## src/rtl/desc_walk_pkg.sv

```systemverilog
package desc_walk_pkg;
   typedef enum logic [2:0] {
      ST_IDLE,
      ST_NEXT,
      ST_INFO,
      ST_STAT,
      ST_PTR,
      ST_OUT,
      ST_HALT
   } walk_st_t;

   localparam int unsigned WORD_BYTES_LG = 3;
endpackage

```

## src/rtl/dw_addr_gen.sv

```systemverilog
module dw_addr_gen #(
   parameter int unsigned AW   = 32,
   parameter int unsigned IDXW = 6
) (
   input  logic [AW-1:0]   base,
   input  logic [IDXW-1:0] word_idx,
   output logic [AW-1:0]   addr
);
   localparam int unsigned SH = desc_walk_pkg::WORD_BYTES_LG;

   logic [AW-1:0] offs;

   always_comb begin
      offs = '0;
      offs[IDXW+SH-1:SH] = word_idx;
      addr = base + offs;
   end
endmodule

```

## src/rtl/dw_check.sv

```systemverilog
module dw_check #(
   parameter int unsigned AW            = 32,
   parameter int unsigned LEN_W         = 16,
   parameter int unsigned BLK_BYTES     = 128,
   parameter bit          INJ_ALIGN_CHK = 1'b0
) (
   input  logic             is_ext,
   input  logic [AW-1:0]    ptr,
   input  logic [LEN_W-1:0] len,
   output logic             bad
);
   localparam int unsigned LEN_LSB = $clog2(BLK_BYTES);

   logic ptr_mis;
   logic len_mis;

   assign ptr_mis = |ptr[2:0];
   assign len_mis = |len[LEN_LSB-1:0];

   generate
      if (INJ_ALIGN_CHK) begin : g_both
         assign bad = ptr_mis | (is_ext & len_mis);
      end else begin : g_ext_only
         assign bad = is_ext & (ptr_mis | len_mis);
      end
   endgenerate
endmodule

```

## src/rtl/dw_out_stage.sv

```systemverilog
module dw_out_stage #(
   parameter int unsigned AW      = 32,
   parameter int unsigned DW      = 64,
   parameter int unsigned LEN_W   = 16,
   parameter int unsigned EOF_BIT = 16
) (
   input  logic             clk,
   input  logic             rst_n,
   input  logic             ld,
   input  logic [DW-1:0]    ptr_word,
   input  logic [DW-1:0]    stat_word,
   input  logic [DW-1:0]    info_word,
   input  logic             ready,
   output logic             valid,
   output logic [AW-1:0]    ptr,
   output logic [LEN_W-1:0] len,
   output logic             eof,
   output logic [DW-1:0]    info
);
   always_ff @(posedge clk or negedge rst_n) begin
      if (!rst_n) begin
         valid <= 1'b0;
         ptr   <= '0;
         len   <= '0;
         eof   <= 1'b0;
         info  <= '0;
      end else if (ld) begin
         valid <= 1'b1;
         ptr   <= ptr_word[AW-1:0];
         len   <= stat_word[LEN_W-1:0];
         eof   <= stat_word[EOF_BIT];
         info  <= info_word;
      end else if (valid && ready) begin
         valid <= 1'b0;
      end
   end
endmodule

```

## src/rtl/desc_walker.sv

```systemverilog
module desc_walker #(
   parameter int unsigned AW            = 32,
   parameter int unsigned DW            = 64,
   parameter int unsigned CNT_W         = 4,
   parameter int unsigned LEN_W         = 16,
   parameter int unsigned EOF_BIT       = 16,
   parameter int unsigned BLK_BYTES     = 128,
   parameter bit          INJ_ALIGN_CHK = 1'b0
) (
   input  logic             clk,
   input  logic             rst_n,
   input  logic             start,
   input  logic [AW-1:0]    start_addr,
   input  logic [CNT_W-1:0] blk_cfg,
   input  logic             extract,
   output logic             rd_req,
   output logic [AW-1:0]    rd_addr,
   input  logic             rd_valid,
   input  logic [DW-1:0]    rd_data,
   output logic             ent_valid,
   input  logic             ent_ready,
   output logic [AW-1:0]    ent_ptr,
   output logic [LEN_W-1:0] ent_len,
   output logic             ent_eof,
   output logic [DW-1:0]    ent_info,
   output logic             irq_frame,
   output logic             irq_refill,
   output logic             err,
   output logic             busy
);
   import desc_walk_pkg::*;

   localparam int unsigned IDXW = CNT_W + 2;

   if (DW < AW) begin : g_bad_dw
      $error("desc_walker: DW must be at least AW");
   end
   if (EOF_BIT >= DW || LEN_W > EOF_BIT) begin : g_bad_eof
      $error("desc_walker: EOF_BIT must lie above the length field inside DW");
   end
   if (BLK_BYTES < 2 || (BLK_BYTES & (BLK_BYTES - 1)) != 0) begin : g_bad_blk
      $error("desc_walker: BLK_BYTES must be a power of two");
   end

   walk_st_t         st;
   logic [AW-1:0]    base;
   logic [AW-1:0]    next_ptr;
   logic [DW-1:0]    info_q;
   logic [DW-1:0]    stat_q;
   logic [CNT_W-1:0] idx;
   logic [CNT_W-1:0] nblk;
   logic             ext_q;
   logic             req_sent;
   logic [IDXW-1:0]  word_idx;
   logic             fetching;
   logic             got;
   logic             blk_bad;
   logic             ld_ent;
   logic             acc;
   logic             last_blk;

   assign fetching = (st == ST_NEXT) || (st == ST_INFO) || (st == ST_STAT) || (st == ST_PTR);
   assign rd_req   = fetching && !req_sent;
   assign got      = fetching && req_sent && rd_valid;
   assign acc      = ent_valid && ent_ready;
   assign last_blk = (idx == nblk - 1'b1);
   assign busy     = (st != ST_IDLE) && (st != ST_HALT);

   always_comb begin
      unique case (st)
         ST_INFO: word_idx = IDXW'(1);
         ST_STAT: word_idx = IDXW'({idx, 1'b0}) + IDXW'(2);
         ST_PTR:  word_idx = IDXW'({idx, 1'b0}) + IDXW'(3);
         default: word_idx = '0;
      endcase
   end

   dw_addr_gen #(.AW(AW), .IDXW(IDXW)) u_addr (
      .base     (base),
      .word_idx (word_idx),
      .addr     (rd_addr)
   );

   dw_check #(
      .AW(AW), .LEN_W(LEN_W), .BLK_BYTES(BLK_BYTES), .INJ_ALIGN_CHK(INJ_ALIGN_CHK)
   ) u_chk_blk (
      .is_ext (ext_q),
      .ptr    (rd_data[AW-1:0]),
      .len    (stat_q[LEN_W-1:0]),
      .bad    (blk_bad)
   );

   assign ld_ent = got && (st == ST_PTR) && !blk_bad;

   dw_out_stage #(
      .AW(AW), .DW(DW), .LEN_W(LEN_W), .EOF_BIT(EOF_BIT)
   ) u_out (
      .clk       (clk),
      .rst_n     (rst_n),
      .ld        (ld_ent),
      .ptr_word  (rd_data),
      .stat_word (stat_q),
      .info_word (info_q),
      .ready     (ent_ready),
      .valid     (ent_valid),
      .ptr       (ent_ptr),
      .len       (ent_len),
      .eof       (ent_eof),
      .info      (ent_info)
   );

   always_ff @(posedge clk or negedge rst_n) begin
      if (!rst_n) begin
         st         <= ST_IDLE;
         base       <= '0;
         next_ptr   <= '0;
         info_q     <= '0;
         stat_q     <= '0;
         idx        <= '0;
         nblk       <= CNT_W'(1);
         ext_q      <= 1'b0;
         req_sent   <= 1'b0;
         err        <= 1'b0;
         irq_frame  <= 1'b0;
         irq_refill <= 1'b0;
      end else begin
         irq_frame  <= 1'b0;
         irq_refill <= 1'b0;
         unique case (st)
            ST_IDLE, ST_HALT: begin
               if (start) begin
                  err      <= 1'b0;
                  base     <= start_addr;
                  nblk     <= (blk_cfg == '0) ? CNT_W'(1) : blk_cfg;
                  ext_q    <= extract;
                  idx      <= '0;
                  req_sent <= 1'b0;
                  if (|start_addr[2:0]) begin
                     err <= 1'b1;
                     st  <= ST_HALT;
                  end else begin
                     st  <= ST_NEXT;
                  end
               end
            end
            ST_NEXT, ST_INFO, ST_STAT, ST_PTR: begin
               if (!req_sent) begin
                  req_sent <= 1'b1;
               end else if (rd_valid) begin
                  req_sent <= 1'b0;
                  case (st)
                     ST_NEXT: begin
                        next_ptr <= rd_data[AW-1:0];
                        st       <= ST_INFO;
                     end
                     ST_INFO: begin
                        info_q <= rd_data;
                        st     <= ST_STAT;
                     end
                     ST_STAT: begin
                        stat_q <= rd_data;
                        st     <= ST_PTR;
                     end
                     default: begin
                        if (blk_bad) begin
                           err <= 1'b1;
                           st  <= ST_HALT;
                        end else begin
                           st  <= ST_OUT;
                        end
                     end
                  endcase
               end
            end
            ST_OUT: begin
               if (acc) begin
                  irq_frame <= ent_eof;
                  if (!last_blk) begin
                     idx <= idx + 1'b1;
                     st  <= ST_STAT;
                  end else if (&next_ptr) begin
                     irq_refill <= 1'b1;
                     st         <= ST_IDLE;
                  end else if (|next_ptr[2:0]) begin
                     err <= 1'b1;
                     st  <= ST_HALT;
                  end else begin
                     base <= next_ptr;
                     idx  <= '0;
                     st   <= ST_NEXT;
                  end
               end
            end
            default: st <= ST_IDLE;
         endcase
      end
   end
endmodule

```

## config.mk

```make
export PLATFORM = sky130hd
export DESIGN_NAME = desc_walker
export DESIGN_NICKNAME = d
export VERILOG_FILES = /design/src/rtl/desc_walk_pkg.sv /design/src/rtl/dw_addr_gen.sv /design/src/rtl/dw_check.sv /design/src/rtl/dw_out_stage.sv /design/src/rtl/desc_walker.sv
export SDC_FILE = /design/constraint.sdc
export NUM_CORES = 1
export LEC_CHECK = 0
export BUFFER_PORTS_ARGS = -buffer_cell sky130_fd_sc_hd__buf_2
export CORE_MARGIN = 3
export CORE_UTILIZATION = 45
export DETAILED_ROUTE_END_ITERATION = 8
export PLACE_DENSITY = 0.73
export SETUP_SLACK_MARGIN = 0.4
export SYNTH_ARGS = -nofsm -noshare
export SYNTH_HDL_FRONTEND = slang
export SYNTH_SLANG_ARGS = --single-unit
```

## constraint.sdc

```tcl
create_clock -name clk -period 5.3 [get_ports clk]
set_input_delay 1.06 -clock clk [delete_from_list [all_inputs] [get_ports clk]]
set_output_delay 1.06 -clock clk [all_outputs]
set_load 0.1 [all_outputs]
```

==> results.txt <==
Worst-path cell chain -> nor2_2 > nand2_1 > o21a_1 > nor2_1 > ha_1 > o21ai_0 > or3_1 > nor3_1 > nand4_1 > xnor2_2 > clkbuf_4
Path type of the worst min-delay path -> flop to flop
CP Data Required Time -> 4240 ps
CTS Root Cell -> sky130_fd_sc_hd__clkbuf_16
Insertion delay of the later-clocked pin in the worst-skew pair -> 530 ps
Effective utilization at floorplan -> 46.3%
Leading cell types by total area after synthesis -> sky130_fd_sc_hd__dfrtp_1 (58%), sky130_fd_sc_hd__mux2_2 (22%), sky130_fd_sc_hd__nand2_1 (3.4%)
Post-synth EDFFs -> 0
Placeable core area -> 25500 µm²
WL/cell -> 18.7 µm
Cell area after synthesis -> 11800 µm²
Global-route wire length before repair -> 44100 µm
Floorplan die width -> 168 µm
Vertical extent of the die -> 168 µm
Period utilization -> 88.1%
Total Routing Usage GR -> 19.3%
Post-detailed-route DRC marker count -> 0
Count of pins over their slew limit -> 0
Max-slew headroom at the worst pin -> 29.8%
Number of endpoints with negative hold slack in the final report -> 0
Worst slack after detailed placement -> 776 ps
Buffers added on ports -> 256
Leading cell type in the layout, fill and taps excluded -> sky130_fd_sc_hd__dfrtp_1
Congestion Overflow GR -> 0
Drt via density -> 5.21
Metal3 WL -> 2180 µm
TritonCTS clock tree -> yes
Number of warnings printed during yosys synthesis -> 0
Final sum of negative setup slack -> 0 ps
Register area -> 6890 µm²
Final WL -> 27800 µm
Achievable Freq -> 214 MHz
Post-DP HPWL -> 19800 µm
First-pass detailed-route iteration total -> 5
Sinks on Clock Net -> 275
Number of global-route vias before repair -> 8020
Global placement routability congestion -> 0.860
Antenna violations before repair -> 1
Number of library cell types mapped by synthesis -> 52
Area share of the leading cell type in the synthesized netlist -> 58.1%
Syn Area/Cell -> 13.3 µm²
RSZ-0062 raised after global routing -> yes
Cell Rows -> 58
Setup crit start -> st[1]$_DFFE_PN0P_
Share of cells above drive strength 1 -> 50.1%
Number of fillers in the final layout -> 2085
Antenna Cells -> 0
Number of DRC markers in iteration 0 -> 338
Net count after synthesis -> 999
Layout overhead on the synthesized area -> 22.7%
Routed metal-1 wirelength -> 12200 µm
Slowest cell on the critical path -> sky130_fd_sc_hd__dfrtp_4
Count of H-tree levels built during CTS -> 1
Delay of the slowest critical-path stage -> 570 ps
Max_cap viols -> 0
Detail Route met2 WL -> 13000 µm
Period minus WS final -> 4670 ps
Min setup slack post-route -> 631 ps
Maximum number of buffers from clock root to sink -> 3
Highest-count cells in the layout ignoring fill and taps -> sky130_fd_sc_hd__dfrtp_1 (271), sky130_fd_sc_hd__buf_2 (239), sky130_fd_sc_hd__mux2_2 (233), sky130_fd_sc_hd__nand2_1 (108), sky130_fd_sc_hd__clkbuf_16 (29)
Number of cells produced by synthesis -> 884
DR vias -> 7748
Number of ports placed on the die boundary -> 257
Run status -> complete, no violations
Crit. End Element -> output port
Post-layout net count -> 1253
Part of the Yosys area used for sequential elements -> 58.3%
Arrival @ worst endpoint -> 3610 ps
Biggest fanout along the worst timing path -> 19
Total setup violations reported at the end of the flow -> 0
Prevailing post-synth register cell -> sky130_fd_sc_hd__dfrtp_1
Post-detailed-route count of antenna-violating nets -> 0
Area of the multi-input gates -> 4820 µm²
Worst Hold Launch -> stat_q[16]$_DFFE_PN0P_
Skew final -> 7.88 ps
Kind of critical path -> flop to output port
Tightest Pin Transition -> 1050 ps
Share of synthesized flip-flops with an asynchronous set or reset -> 100%
Worst Setup Start Kind -> flop
Area leader, netlist -> sky130_fd_sc_hd__dfrtp_1
Pin count of the biggest net entering global routing -> 121
Highest Signal Layer -> met5
Floorplan die area -> 28200 µm²
Number of clock buffers inserted by TritonCTS -> 28
Hold slack -> 482 ps
Register bit total from synthesis -> 275
CTS clk-pin slew, worst paths -> 70 ps
Worst reg2reg startpoint -> stat_q[5]$_DFFE_PN0P_
-- worst max-delay path, delay by kind of cell, from the launching register on --
family,cells,cell delay (ps)
simple gates,6,1470
compound gates,2,290
buf+inv,1,340
fa+ha+maj,1,250
xor+xnor,1,150
flops,1,570
-- layout make-up --
class                   count  area share, %
flip-flops and latches    275           47.6
multi-input cells         554           33.3
repair buffers            265           9.77
clock buffers              42           5.76
well taps                 330           2.85
clock inverters             6          0.380
inverters                  14          0.363
-- path summary, 6_finish.rpt --
kind | end | slack (ps) | cells past startpoint
setup / recovery | rd_addr[23] | 630 | 11
hold / removal | u_out.eof$_DFFE_PN0P_ | 480 | 2
setup reg to reg | u_out.info[53]$_DFFE_PN0P_ | 2530 | 6
hold reg to reg | u_out.eof$_DFFE_PN0P_ | 480 | 2
max in group asynchronous | u_out.info[13]$_DFFE_PN0P_ | 3530 | 2
min in group asynchronous | u_out.info[17]$_DFFE_PN0P_ | 600 | 1
-- stage by stage --
stage          std cells  cell area (µm²)  utilization, %
3_3_place_gp        1438            13500            53.1
2_1_floorplan        884            11900               -
3_5_place_dp        1438            13500            53.1
4_1_cts             1486            14400            56.6
6_report            1486            14500            56.8
5_1_grt             1486            14500            56.8
-- cell families after synthesis --
logic type,share of synthesized area (%)
adder cells (fa/ha/maj),1.02
AO/OA/AOI/OAI,2.85
multiplexers,25.5
AND/OR/NAND/NOR,7.51
XOR/XNOR,2.45
flip-flops,58.3
buffers and inverters,2.34
-- routing by layer --
metal	global-route usage (%)	up-vias
li1	-	3584
met5	0	-
met2	31.4	262
met3	5.07	30
met4	3.95	2
met1	26.4	3870
-- registers in the layout (all words and copies together) (netlist names), 3 cells and up --
register	cells
idx	4
stat_q	17
nblk	4
u_out.info	64
next_ptr	32
st	3
base	32
u_out.len	16
info_q	64
u_out.ptr	32
-- Yosys cell counts (7+ instances only) --
cell type	instances
sky130_fd_sc_hd__nor2_1	23
sky130_fd_sc_hd__buf_2	11
sky130_fd_sc_hd__mux2i_1	9
sky130_fd_sc_hd__nor3_1	13
sky130_fd_sc_hd__mux2_1	26
sky130_fd_sc_hd__mux2_2	233
sky130_fd_sc_hd__clkbuf_1	15
sky130_fd_sc_hd__a21oi_1	14
sky130_fd_sc_hd__nand4_1	11
sky130_fd_sc_hd__nand3_1	10
sky130_fd_sc_hd__nor4_1	7
sky130_fd_sc_hd__ha_1	8
sky130_fd_sc_hd__inv_1	13
sky130_fd_sc_hd__buf_4	9
sky130_fd_sc_hd__dfrtp_1	274
sky130_fd_sc_hd__xor2_1	9
sky130_fd_sc_hd__xnor2_1	24
sky130_fd_sc_hd__nand2_1	108
-- repair_timing --
action	CTS	global route
resized for setup	3	24
buffers inserted	0	0
setup endpoints to repair	14	22
hold buffers	0	0
cloned	0	0
Power is left out: the tool's default activity adds up to more than one toggle a clock period on the data nets, which glitch-free logic cannot reach.
